<file path="src/rtl/gpio_port_pkg.sv">
package gpio_port_pkg;
  localparam int unsigned OFS_LATCH  = 0;
  localparam int unsigned OFS_STATUS = 1;
  localparam int unsigned OFS_DIR    = 2;
  localparam int unsigned SYNC_DEPTH = 2;

  typedef enum logic [1:0] {
    SEL_LATCH,
    SEL_STATUS,
    SEL_DIR,
    SEL_NONE
  } reg_sel_e;
endpackage

</file>
<file path="src/rtl/gpio_sync.sv">
module gpio_sync #(
  parameter int unsigned W = 8
) (
  input  logic         clk_i,
  input  logic         rst_ni,
  input  logic [W-1:0] d_i,
  output logic [W-1:0] q_o
);
  import gpio_port_pkg::*;
  localparam int unsigned CW = $clog2(SYNC_DEPTH + 1);

  logic [W-1:0] stage_q [SYNC_DEPTH];

  generate
    for (genvar s = 0; s < SYNC_DEPTH; s++) begin : g_stage
      if (s == 0) begin : g_first
        always_ff @(posedge clk_i or negedge rst_ni)
          if (!rst_ni) stage_q[s] <= '0;
          else         stage_q[s] <= d_i;
      end else begin : g_next
        always_ff @(posedge clk_i or negedge rst_ni)
          if (!rst_ni) stage_q[s] <= '0;
          else         stage_q[s] <= stage_q[s-1];
      end
    end
  endgenerate

  assign q_o = stage_q[SYNC_DEPTH-1];

  // cycles since reset, saturating, so $past never reaches before reset
  logic [CW-1:0] fill_q;
  always_ff @(posedge clk_i or negedge rst_ni)
    if (!rst_ni)                        fill_q <= '0;
    else if (fill_q != CW'(SYNC_DEPTH)) fill_q <= fill_q + 1'b1;

  assert_sync_latency_R9: assert property (@(posedge clk_i) disable iff (!rst_ni)
    (fill_q == CW'(SYNC_DEPTH)) |-> (q_o == $past(d_i, 2)));
endmodule

</file>
<file path="src/rtl/gpio_dir_mux.sv">
module gpio_dir_mux #(
  parameter int unsigned W = 8
) (
  input  logic [W-1:0] latch_i,
  input  logic [W-1:0] dir_i,
  input  logic [W-1:0] pin_sync_i,
  input  logic [W-1:0] per_oe_i,
  input  logic [W-1:0] per_data_i,
  output logic [W-1:0] pin_o,
  output logic [W-1:0] pin_oe_o,
  output logic [W-1:0] latch_rd_o
);
  generate
    for (genvar i = 0; i < W; i++) begin : g_pin
      assign pin_oe_o[i]   = dir_i[i] | per_oe_i[i];
      assign pin_o[i]      = per_oe_i[i] ? per_data_i[i] : latch_i[i];
      assign latch_rd_o[i] = dir_i[i] ? latch_i[i] : pin_sync_i[i];
    end
  endgenerate
endmodule

</file>
<file path="src/rtl/gpio_regfile.sv">
module gpio_regfile #(
  parameter int unsigned W  = 8,
  parameter int unsigned AW = 3
) (
  input  logic          clk_i,
  input  logic          rst_ni,
  input  logic [AW-1:0] addr_i,
  input  logic          wr_i,
  input  logic [W-1:0]  wdata_i,
  input  logic [W-1:0]  latch_rd_i,
  input  logic [W-1:0]  pin_sync_i,
  output logic [W-1:0]  rdata_o,
  output logic [W-1:0]  latch_o,
  output logic [W-1:0]  dir_o
);
  import gpio_port_pkg::*;

  reg_sel_e sel;
  always_comb begin
    if      (addr_i == AW'(OFS_LATCH))  sel = SEL_LATCH;
    else if (addr_i == AW'(OFS_STATUS)) sel = SEL_STATUS;
    else if (addr_i == AW'(OFS_DIR))    sel = SEL_DIR;
    else                                sel = SEL_NONE;
  end

  logic [W-1:0] latch_q, dir_q;
  always_ff @(posedge clk_i or negedge rst_ni)
    if (!rst_ni) begin
      latch_q <= '0;
      dir_q   <= '0;
    end else if (wr_i) begin
      if (sel == SEL_LATCH) latch_q <= wdata_i;
      if (sel == SEL_DIR)   dir_q   <= wdata_i;
    end

  always_comb begin
    unique case (sel)
      SEL_LATCH:  rdata_o = latch_rd_i;
      SEL_STATUS: rdata_o = pin_sync_i;
      SEL_DIR:    rdata_o = dir_q;
      default:    rdata_o = '0;
    endcase
  end

  assign latch_o = latch_q;
  assign dir_o   = dir_q;

  assert_dir_write_R2: assert property (@(posedge clk_i) disable iff (!rst_ni)
    (wr_i && addr_i == AW'(OFS_DIR)) |=> (dir_q == $past(wdata_i)));
  assert_dir_hold_R4: assert property (@(posedge clk_i) disable iff (!rst_ni)
    !(wr_i && addr_i == AW'(OFS_DIR)) |=> $stable(dir_q));
  assert_status_ro_R7: assert property (@(posedge clk_i) disable iff (!rst_ni)
    (wr_i && addr_i == AW'(OFS_STATUS)) |=> ($stable(latch_q) && $stable(dir_q)));
  assert_unmapped_quiet_R10: assert property (@(posedge clk_i) disable iff (!rst_ni)
    (addr_i > AW'(OFS_DIR)) |-> (rdata_o == '0));
endmodule

</file>
<file path="src/rtl/gpio_port.sv">
module gpio_port #(
  parameter int unsigned W  = 8,
  parameter int unsigned AW = 3
) (
  input  logic          clk_i,
  input  logic          rst_ni,
  input  logic [AW-1:0] addr_i,
  input  logic          wr_i,
  input  logic [W-1:0]  wdata_i,
  output logic [W-1:0]  rdata_o,
  input  logic [W-1:0]  pin_i,
  output logic [W-1:0]  pin_o,
  output logic [W-1:0]  pin_oe_o,
  input  logic [W-1:0]  per_oe_i,
  input  logic [W-1:0]  per_data_i,
  output logic [W-1:0]  capture_o
);
  logic [W-1:0] pin_sync, latch, dir, latch_rd;

  gpio_sync #(.W(W)) i_sync (
    .clk_i (clk_i),
    .rst_ni(rst_ni),
    .d_i   (pin_i),
    .q_o   (pin_sync)
  );

  gpio_regfile #(.W(W), .AW(AW)) i_regs (
    .clk_i     (clk_i),
    .rst_ni    (rst_ni),
    .addr_i    (addr_i),
    .wr_i      (wr_i),
    .wdata_i   (wdata_i),
    .latch_rd_i(latch_rd),
    .pin_sync_i(pin_sync),
    .rdata_o   (rdata_o),
    .latch_o   (latch),
    .dir_o     (dir)
  );

  gpio_dir_mux #(.W(W)) i_mux (
    .latch_i   (latch),
    .dir_i     (dir),
    .pin_sync_i(pin_sync),
    .per_oe_i  (per_oe_i),
    .per_data_i(per_data_i),
    .pin_o     (pin_o),
    .pin_oe_o  (pin_oe_o),
    .latch_rd_o(latch_rd)
  );

  assign capture_o = pin_sync;

  // with the override released, driving follows the stored direction
  assert_release_follows_dir_R3: assert property (@(posedge clk_i) disable iff (!rst_ni)
    (per_oe_i == '0) |-> (pin_oe_o == dir));
endmodule

</file>
<file path="config.mk">
export PLATFORM = sky130hd
export DESIGN_NAME = gpio_port
export DESIGN_NICKNAME = d
export VERILOG_FILES = /design/src/rtl/gpio_port_pkg.sv /design/src/rtl/gpio_sync.sv /design/src/rtl/gpio_dir_mux.sv /design/src/rtl/gpio_regfile.sv /design/src/rtl/gpio_port.sv
export SDC_FILE = /design/constraint.sdc
export NUM_CORES = 1
export LEC_CHECK = 0
export BUFFER_PORTS_ARGS = -buffer_cell sky130_fd_sc_hd__buf_2
export CAP_MARGIN = 20
export CORE_ASPECT_RATIO = 1.4
export CORE_MARGIN = 2
export CORE_UTILIZATION = 41
export DETAILED_ROUTE_END_ITERATION = 7
export PLACE_DENSITY = 0.72
export SYNTH_ARGS = -nofsm -noshare
export SYNTH_HDL_FRONTEND = slang
export SYNTH_SLANG_ARGS = --single-unit
</file>
<file path="constraint.sdc">
create_clock -name clk_i -period 0.8 [get_ports clk_i]
set_input_delay 0.04 -clock clk_i [delete_from_list [all_inputs] [get_ports clk_i]]
set_output_delay 0.04 -clock clk_i [all_outputs]
set_load 0.02 [all_outputs]
</file>
==> impl_metrics.py <==
metrics = {
    "run_status": {
        "outcome": "complete, but fails checks",
        "violations": "setup timing",
    },
    "grt": {
        "track_usage": 0.219,
        "grt_overflow": 0,
        "grt_use_met1": 0.249,
        "grt_pass1_wl_microns": 6240,
        "gr-usage-met3": 0.0476,
        "grt_max_degree": 33,
        "grt_pass1_vias": 1361,
        "antenna_found_initial": 0,
        "top_usage_layer": "met2",
        "use_met2": 0.374,
    },
    "clock_network": {
        "cts_inserted_buffers": 5,
        "cts_max_level": 2,
        "root_buffer": "clkbuf_8",
        "tritoncts": "built",
        "path_clk_slew_ns": 0.07,
        "clock-sinks": 32,
        "clockBufferDepth": 2,
        "insertion_delay_ns": 0.28,
    },
    "hold_path": {
        "hold-path-cell-count": 2,
        "hp-class": "input port to register",
    },
    "routing": {
        "first_pass_iters": 4,
        "vias": 1271,
        "drcViolationCount": 0,
        "drt_iter0_drc": 8,
        "drt-wirelength-per-cell_microns": 17.6,
        "postRouteAntennaNets": 0,
        "routed_wl_microns": 4370,
        "via_per_inst": 5.13,
    },
    "pwr": {
        "powerDensity_nw_per_um2": 1980,
        "power_mw": 5.01,
        "power_leakage_nw": 1.19,
        "peakVddDrop_mv": 1.60,
    },
    "timing": {
        "finalCritPeriodShare": 1.62,
        "tightest_slew_ns": 0.291,
        "hold_violations": 0,
        "setup_viol": 48,
        "max_freq_mhz": 771,
        "rsz0062_at_grt": "true",
        "relSlewSlack": 0.806,
        "fin_setup_tns_ns": -11.13,
        "finalWorstSetupSlack_ns": -0.497,
        "slew_violations": 0,
        "fin_skew_ns": 0.00418,
        "min_period_ns": 1.30,
    },
    "critical_path": {
        "cp.required_ns": 0.76,
        "cp_data_arrival_time_ns": 1.26,
        "crit_family": "flip-flops",
        "worst-path-buf-inv": 1,
        "cpPeakStageDelay_ns": 0.41,
        "criticalPathCategory": "register to output port",
        "cp-end-kind": "output port",
        "cp_slowest_cell": "dfrtp_1",
        "startpoint_type": "register",
        "crit_fanout": 4,
        "path_depth": 3,
        "crit_path_cell_trace": "nor4b_2, a211oi_2, buf_4",
        "r2r_cells": 2,
    },
    "synthesis": {
        "netlist_area_sq_um": 1480,
        "yosys_warnings": 0,
        "ys_types": 12,
        "synth_compound_area_frac": 0.0405,
        "synthAdderAreaFrac": 0,
        "synth_area_per_cell_sq_um": 13.2,
        "synth-seq-cells": 32,
        "synthSimpleGateAreaFrac": 0.173,
        "synth_ff_type": "dfrtp_1",
        "synth.area.top_cells": "dfrtp_1, mux2_2, nand2b_1, nor4b_1, a211oi_1",
        "seq_area_frac_synth": 0.541,
        "ys_async_sr_fraction": 1.00,
        "synth_top_area_frac": 0.541,
        "synth_edf_count": 0,
        "muxShareOfSynthArea": 0.182,
        "syn_inst": 112,
        "synth_common_cells": "dfrtp_1, mux2_2, nand2b_1",
        "synth_most_common_cell": "dfrtp_1",
        "synth-xor-area-share": 0,
        "syn_nets": 150,
        "synth_top_family_by_area": "multiplexers",
        "yosys.area.top_type": "dfrtp_1",
    },
    "layout": {
        "finalNonFillerCells": 248,
        "nets": 246,
        "area_growth_pct": 71.2,
        "fin_util": 0.744,
        "antennaDiodeCount": 0,
        "design_area_sq_um": 2540,
        "final_layout_size_suffix_gt1_frac": 0.726,
    },
    "floorplanning": {
        "dieArea_sq_um": 4120,
        "core_sq_um": 3410,
        "die_w_microns": 54.8,
        "initial_core_util": 0.434,
        "die_h_microns": 75.1,
        "boundaryPins": 70,
        "rows": 25,
    },
    "placement": {
        "dp.cells": 225,
        "place_congestion": 0.688,
        "dp_hpwl_microns": 2790,
        "portBuffers": 69,
        "postPlaceCellArea_sq_um": 2000,
    },
    "flow_run": {
        "max-cap-violations": 0,
    },
}
## worst paths after layout
| path | from | end | slack [ns] |
|---|---|---|---|
| worst min register to register | i_sync.stage_q[11]$_DFF_PN0_ | i_sync.q_o[3]$_DFF_PN0_ | 0.35 |
| max in group asynchronous | rst_ni | i_regs.latch_o[5]$_DFFE_PN0P_ | 0.38 |
| worst max register to register | i_regs.dir_o[3]$_DFFE_PN0P_ | i_regs.dir_o[3]$_DFFE_PN0P_ | -0.12 |
| min in group asynchronous | rst_ni | i_sync.stage_q[14]$_DFF_PN0_ | 0.24 |
| worst min-delay path | wdata_i[0] | i_regs.dir_o[0]$_DFFE_PN0P_ | 0.01 |
| worst max-delay path | i_regs.dir_o[4]$_DFFE_PN0P_ | rdata_o[4] | -0.50 |
## layout make-up
type | count | area [sq um]
flip-flops and latches | 32 | 802
multi-input cells | 66 | 758
clock inverters | 1 | 5.00
repair buffers | 103 | 848
well taps | 40 | 50.0
fillers | 238 | 873
clock buffers | 6 | 72.6
## layer usage
metal	routed length [microns]	share of wire
met1	1620	0.37
met2	2430	0.56
met3	165	0.038
met4	151	0.035
met5	0	0
## sequential cells by signal, summed over array words and instances, names as in the netlist
| name | flops |
|---|---|
| i_regs.latch_o | 8 |
| i_sync.stage_q | 8 |
| i_regs.dir_o | 8 |
| i_sync.q_o | 8 |
## layout by cell type (no fill, tap or decap), drive strengths merged
| master | Yosys | final |
|---|---|---|
| a211oi | 8 | 8 |
| and4bb | 1 | 1 |
| buf | 12 | 94 |
| clkbuf | 2 | 6 |
| clkinv | 0 | 1 |
| dfrtp | 32 | 32 |
| dlygate4sd3 | 0 | 9 |
| mux2 | 24 | 24 |
| nand2b | 16 | 16 |
| nor4b | 9 | 9 |
| or2 | 8 | 8 |
## report_power, final
part | internal, mW | total [mW] | switching [mW] | leakage (nW)
Clock | 0.590 | 1.16 | 0.567 | 0.0410
Combinational | 1.11 | 1.79 | 0.679 | 0.767
Sequential | 1.84 | 2.07 | 0.225 | 0.377
## cells by family (layout without fill, tap and decap cells)
logic type             count (synthesis)  after routing
buffers and inverters                 14            110
and+or+nand+nor                       34             34
DFF                                   32             32
muxes                                 24             24
AOI/OAI and AO/OA                      8              8
## timing repair
action	CTS	global route
gates resized for setup	72	21
hold buffers	9	0
pin swaps	22	4
endpoints found under the hold margin	40	0
setup buffers	7	2
endpoints found under the setup margin	42	48
## through the flow
stage | worst slack, ns | hold WS, ns
after floorplan | -0.333 | -0.256
after global placement | -0.314 | 0.000505
after detailed placement | -0.350 | 0.00546
after CTS | -0.451 | 0.000534
after global routing | -0.531 | 0.00202
final | -0.497 | 0.0103
(Power assumes the default switching activity.)
